[config.mk]
export PLATFORM = sky130hd
export DESIGN_NAME = tbase_clkout_ctrl
export DESIGN_NICKNAME = d
export VERILOG_FILES = /design/src/rtl/ckc_pkg.sv /design/src/rtl/ckc_cfg_reg.sv /design/src/rtl/ckc_prescaler.sv /design/src/rtl/ckc_clkout_div.sv /design/src/rtl/tbase_clkout_ctrl.sv
export SDC_FILE = /design/constraint.sdc
export NUM_CORES = 1
export LEC_CHECK = 0
export ABC_AREA = 1
export CAP_MARGIN = 20
export CELL_PAD_IN_SITES_DETAIL_PLACEMENT = 1
export CELL_PAD_IN_SITES_GLOBAL_PLACEMENT = 2
export CORE_MARGIN = 3
export CORE_UTILIZATION = 23
export CTS_BUF_LIST = sky130_fd_sc_hd__clkbuf_8 sky130_fd_sc_hd__clkbuf_16
export DETAILED_ROUTE_END_ITERATION = 10
export GPL_TIMING_DRIVEN = 0
export MAX_ROUTING_LAYER = met4
export PLACE_DENSITY = 0.76
export SLEW_MARGIN = 0
export SYNTH_ARGS = -nofsm -noshare
export SYNTH_HDL_FRONTEND = slang
export SYNTH_SLANG_ARGS = --single-unit
[constraint.sdc]
create_clock -name clk -period 1.03 [get_ports clk]
set_input_delay 0.206 -clock clk [delete_from_list [all_inputs] [get_ports clk]]
set_output_delay 0.206 -clock clk [all_outputs]
set_load 0.01 [all_outputs]
[src/rtl/ckc_pkg.sv]
package ckc_pkg;
  localparam int PRE_W  = 4;
  localparam int SEL_W  = 2;
  localparam int PH_W   = 1 << SEL_W;
  localparam int REG_W  = 8;
  localparam int PRE_LSB = 4;
  localparam int SEL_LSB = 1;
  localparam int EN_BIT  = 0;

  typedef struct packed {
    logic [PRE_W-1:0] pre;
    logic [SEL_W-1:0] sel;
    logic             oen;
  } ckc_cfg_t;
endpackage

[src/rtl/ckc_cfg_reg.sv]
module ckc_cfg_reg
  import ckc_pkg::*;
(
  input  logic             clk,
  input  logic             rst_n,
  input  logic             wr_en,
  input  logic [REG_W-1:0] wr_data,
  output ckc_cfg_t         cfg,
  output logic [REG_W-1:0] rd_data
);
  ckc_cfg_t cfg_q, cfg_d;

  always_comb begin
    cfg_d = cfg_q;
    if (wr_en) begin
      cfg_d.pre = wr_data[PRE_LSB +: PRE_W];
      cfg_d.sel = wr_data[SEL_LSB +: SEL_W];
      cfg_d.oen = wr_data[EN_BIT];
    end
  end

  always_ff @(posedge clk or negedge rst_n) begin
    if (!rst_n) cfg_q <= '0;
    else        cfg_q <= cfg_d;
  end

  always_comb begin
    rd_data = '0;
    rd_data[PRE_LSB +: PRE_W] = cfg_q.pre;
    rd_data[SEL_LSB +: SEL_W] = cfg_q.sel;
    rd_data[EN_BIT]           = cfg_q.oen;
  end

  assign cfg = cfg_q;

  // written fields reappear, unused bit reads zero
  p_write_readback_r1: assert property (@(posedge clk) disable iff (!rst_n)
    wr_en |=> rd_data == {$past(wr_data[7:4]), 1'b0, $past(wr_data[2:0])});
endmodule

[src/rtl/ckc_prescaler.sv]
module ckc_prescaler
  import ckc_pkg::*;
(
  input  logic             clk,
  input  logic             rst_n,
  input  logic             load,
  input  logic [PRE_W-1:0] load_val,
  input  logic [PRE_W-1:0] pre,
  output logic             tick
);
  logic [PRE_W-1:0] cnt_q, cnt_d;

  always_comb begin
    if (load)             cnt_d = load_val;
    else if (cnt_q == '0) cnt_d = pre;
    else                  cnt_d = cnt_q - 1'b1;
  end

  always_ff @(posedge clk or negedge rst_n) begin
    if (!rst_n) cnt_q <= '0;
    else        cnt_q <= cnt_d;
  end

  assign tick = (cnt_q == '0);

  // counter stays within the programmed setting
  p_cnt_bounded_r2: assert property (@(posedge clk) disable iff (!rst_n)
    cnt_q <= pre);
  // after a tick without a write the counter restarts from the setting
  p_wrap_reload_r2: assert property (@(posedge clk) disable iff (!rst_n)
    (tick && !load) |=> cnt_q == $past(pre));
  // divide-by-one ticks every cycle
  p_div1_every_cycle_r3: assert property (@(posedge clk) disable iff (!rst_n)
    (pre == '0) |-> tick);
  // a write restarts the count from the new setting
  p_write_restart_r5: assert property (@(posedge clk) disable iff (!rst_n)
    load |=> cnt_q == $past(load_val));
endmodule

[src/rtl/ckc_clkout_div.sv]
module ckc_clkout_div
  import ckc_pkg::*;
(
  input  logic             clk,
  input  logic             rst_n,
  input  logic             run,
  input  logic [SEL_W-1:0] sel,
  output logic             clk_out
);
  logic [PH_W-1:0] ph_q, ph_d;

  always_comb begin
    if (run) ph_d = ph_q + 1'b1;
    else     ph_d = '0;
  end

  always_ff @(posedge clk or negedge rst_n) begin
    if (!rst_n) ph_q <= '0;
    else        ph_q <= ph_d;
  end

  assign clk_out = run & ph_q[sel];

  // phase advances by one in each active cycle
  p_phase_step_r6: assert property (@(posedge clk) disable iff (!rst_n)
    run |=> ph_q == PH_W'($past(ph_q) + 1'b1));
  // an inactive cycle clears the phase
  p_phase_clear_r8: assert property (@(posedge clk) disable iff (!rst_n)
    !run |=> ph_q == '0);
  // output is low whenever the output is inactive
  p_out_low_off_r8: assert property (@(posedge clk) disable iff (!rst_n)
    !run |-> !clk_out);
endmodule

[src/rtl/tbase_clkout_ctrl.sv]
module tbase_clkout_ctrl
  import ckc_pkg::*;
(
  input  logic       clk,
  input  logic       rst_n,
  input  logic       wr_en,
  input  logic [7:0] wr_data,
  output logic [7:0] rd_data,
  input  logic       src_ok,
  output logic       tick,
  output logic       clk_out,
  output logic       clk_out_en
);
  logic [1:0] rst_sync_q;
  logic       rst_int_n;
  ckc_cfg_t   cfg;

  always_ff @(posedge clk or negedge rst_n) begin
    if (!rst_n) rst_sync_q <= '0;
    else        rst_sync_q <= {rst_sync_q[0], 1'b1};
  end
  assign rst_int_n = rst_sync_q[1];

  ckc_cfg_reg u_reg (
    .clk     (clk),
    .rst_n   (rst_int_n),
    .wr_en   (wr_en),
    .wr_data (wr_data),
    .cfg     (cfg),
    .rd_data (rd_data)
  );

  ckc_prescaler u_pre (
    .clk      (clk),
    .rst_n    (rst_int_n),
    .load     (wr_en),
    .load_val (wr_data[PRE_LSB +: PRE_W]),
    .pre      (cfg.pre),
    .tick     (tick)
  );

  assign clk_out_en = cfg.oen & src_ok;

  ckc_clkout_div u_div (
    .clk     (clk),
    .rst_n   (rst_int_n),
    .run     (clk_out_en),
    .sel     (cfg.sel),
    .clk_out (clk_out)
  );

  // output enable follows both the register bit and the source permission
  p_en_needs_src_r7: assert property (@(posedge clk) disable iff (!rst_int_n)
    clk_out_en |-> (src_ok && rd_data[0]));
endmodule

==> impl_metrics.py <==
metrics = {
    "floorplan": {
        "die_y_um": 63.5,
        "fp.dieW_um": 63.5,
        "dieArea_sq_mm": 0.00403,
        "initial_core_util_pct": 24.5,
        "rows": 20,
        "core_sq_mm": 0.00310,
        "ios": 23,
    },
    "yosys": {
        "ys_warn_count": 0,
        "synth_edf_count": 0,
        "yosysUniqueCellTypes": 16,
        "yosysTopAreaCell": "dfrtp_1",
        "synth_seq_cells": 17,
        "synthArstFlopShare_pct": 100,
        "synth_top_area_share_pct": 56.0,
        "synth.most_common_cell": "nand2_1",
        "syn-num-nets": 104,
        "synth_flop_cell": "dfrtp_1",
        "seq_area_frac_synth_pct": 56.0,
        "netlist_top_cells_area": "dfrtp_1 (56%), nand2_1 (14%), o21ai_1 (4.6%), inv_1 (4.4%), ha_1 (3.3%)",
        "synthCells": 90,
        "synthTopCellsByCount": "nand2_1 (29), dfrtp_1 (17), inv_1 (9)",
        "synth_area_per_cell_sq_um": 8.44,
        "syn_area_sq_um": 759,
    },
    "timing": {
        "min_period_ps": 1360,
        "fin_skew_ps": 5.64,
        "setup_viol": 9,
        "worst_pin_slew_ps": 605,
        "final_hold_viol_count": 0,
        "fin_ws_ps": -335,
        "drv_slew": 0,
        "period_share_pct": 133,
        "maxSlewHeadroom_pct": 59.7,
        "grt_setup_unrepaired": "yes",
        "max_freq_mhz": 733,
        "hold_ws_ps": 111,
    },
    "detailed_routing": {
        "routed_wl_um": 1990,
        "detail-route-antenna-nets": 0,
        "viasPerCell": 4.04,
        "num_vias": 695,
        "dr.pass1.iters": 3,
        "wire_per_inst_um": 11.6,
        "drt_iter0_drc": 17,
        "drc": 0,
    },
    "outcome": {
        "violations": "negative setup slack",
        "status": "finished with violations",
    },
    "grt": {
        "grt_overflow": 0,
        "track_usage_pct": 11.2,
        "grt_first_pass_wirelength_um": 3340,
        "grt_max_degree": 16,
        "grt_pass1_vias": 738,
        "antenna_found_initial": 0,
    },
    "critical_path": {
        "cp-end-kind": "output port",
        "reg2reg_slack_ps": -230,
        "crit_type": "reg2out",
        "required_ps": 820,
        "worstPathCellList": "inv_2 -> ha_4 -> nand2_4 -> nor2_4 -> buf_6",
        "critPathSlowestCell": "dfrtp_1",
        "crit_path_max_incr_delay_ps": 400,
        "path_max_fanout": 2,
        "r2r_end": "u_pre.cnt_q[2]",
        "r2r_cells": 8,
        "rr_startpoint": "u_pre.cnt_q[0]",
        "crit_start": "u_pre.cnt_q[0]",
        "start_kind": "flip-flop",
        "cp.arrival_ps": 1160,
    },
    "power": {
        "p_leak_uw": 0.000616,
        "power.density_mw_per_mm2": 1470,
        "max-vdd-ir-drop_mv": 0.528,
    },
    "finish": {
        "fillerInstances": 389,
        "drive_above_1_share_pct": 39.1,
        "syn2layout_area_growth_pct": 60.3,
        "fin_area_sq_mm": 0.00122,
        "n_antenna_cell": 0,
        "fin_nets": 143,
    },
    "clocking": {
        "h-tree-depth": 1,
        "cts.sinks": 17,
        "clockBufferDepth": 2,
        "ctsHoldBuffers": 0,
        "cts_root_buf": "clkbuf_8",
        "clk_latency_ps": 250,
        "cts_tree": "yes",
        "clk_pin_slew_worst_paths_ps": 70,
        "cts_buffers": 3,
    },
    "placed_design": {
        "place_area_sq_mm": 0.00102,
        "dp_hpwl_um": 1390,
        "numPortBuffers": 20,
        "routabilityCongestion": 0.760,
        "pre_cts_slack_ps": -636,
    },
    "hold_path": {
        "hp-class": "in2async",
    },
    "run": {
        "drv_cap": 0,
    },
}
==> how the worst max path moves through the flow <==
stage	endpoint	slack [ps]	cells past startpoint
after floorplan	u_pre.cnt_q[2]	-110	7
after global placement	clk_out	-630	4
after detailed placement	clk_out	-640	4
after CTS	tick	-340	5
after global routing	clk_out	-440	5
final	tick	-330	5
==> state kept, by name, indices dropped and copies added (netlist names) <==
name,count
rst_sync_q,2
u_div.ph_q,4
u_pre.cnt_q,4
u_reg.cfg,7
==> area by class of cell <==
cell class / instances / area, sq um / share of cell area, %
Inverter: 13 / 56.3 / 4.62
Clock buffer: 3 / 41.3 / 3.39
Tap cell: 44 / 55.1 / 4.52
Clock inverter: 1 / 5.00 / 0.411
Multi-Input combinational cell: 58 / 330 / 27.1
Buffer: 2 / 15.0 / 1.23
Sequential cell: 17 / 425 / 34.9
Timing Repair Buffer: 34 / 289 / 23.7
==> worst max-delay path, delay by kind of cell (launching register included) <==
kind	cells	cell delay, ps
DFF	1	400
buffers and inverters	2	200
and+or+nand+nor	2	160
adders and majority gates	1	140
==> cells by family (layout without fill, tap and decap cells) <==
family / after synthesis / in the layout / share of synthesized area (%)
other: 2 / 2 / 0.989
buffers and inverters: 15 / 53 / 8.07
adder cells (fa/ha/maj): 2 / 2 / 3.29
AO/OA/AOI/OAI: 12 / 12 / 8.24
flip-flops: 17 / 17 / 56.0
AND/OR/NAND/NOR: 42 / 42 / 23.4
==> power by group <==
| group | leakage [uW] | switching [uW] | internal (uW) |
|---|---|---|---|
| Combinational | 0.000379 | 247 | 271 |
| Sequential | 0.000212 | 56.5 | 726 |
| Clock | 0.0000255 | 223 | 268 |
| Total | 0.000616 | 527 | 1270 |
==> per-layer routing <==
metal / routed length, um / vias to the layer above / global-route usage, %
li1: - / 355 / -
met1: 808 / 330 / 12.2
met2: 1110 / 8 / 19.2
met3: 47 / 2 / 2.50
met4: 29 / 0 / 5.66
met5: 0 / - / -
==> per-stage QoR <==
step	power [uW]	TNS, ps	cells	util, %
2_1_floorplan	973	-259	90	-
3_3_place_gp	1130	-4460	154	32.8
3_5_place_dp	1140	-4750	154	32.8
4_1_cts	1730	-1660	169	37.0
5_1_grt	1930	-2250	172	39.2
6_report	1790	-1550	172	39.2
==> repair_timing <==
| action | 4_1_cts | 5_1_grt |
|---|---|---|
| hold endpoints to repair | 0 | 0 |
| endpoints found under the setup margin | 14 | 15 |
| pin swaps | 6 | 6 |
| buffers inserted | 11 | 3 |
| resized for setup | 52 | 15 |
| cloned | 0 | 0 |
==> layout by cell type (no fill, tap or decap) <==
cell / Yosys / final
nor2_4: 1 / 1
inv_4: 0 / 1
a21oi_1: 4 / 3
nor2_1: 5 / 4
dfrtp_1: 17 / 17
ha_4: 0 / 1
nand3_1: 4 / 2
nand2_4: 0 / 2
nand2_1: 29 / 26
conb_1: 2 / 2
o21ai_2: 0 / 3
inv_6: 0 / 1
buf_6: 0 / 7
clkbuf_8: 0 / 3
o211ai_1: 1 / 1
nor2_2: 0 / 1
clkdlybuf4s50_1: 0 / 10
buf_2: 1 / 7
nand4_1: 2 / 2
o21ai_1: 7 / 4
clkinv_2: 0 / 1
ha_1: 2 / 1
nand2_2: 1 / 2
a21oi_2: 0 / 1
inv_2: 4 / 5
buf_4: 1 / 11
clkbuf_4: 0 / 1
nand3_2: 0 / 2
inv_1: 9 / 6
No activity file was read; power rests on OpenSTA's default activity.
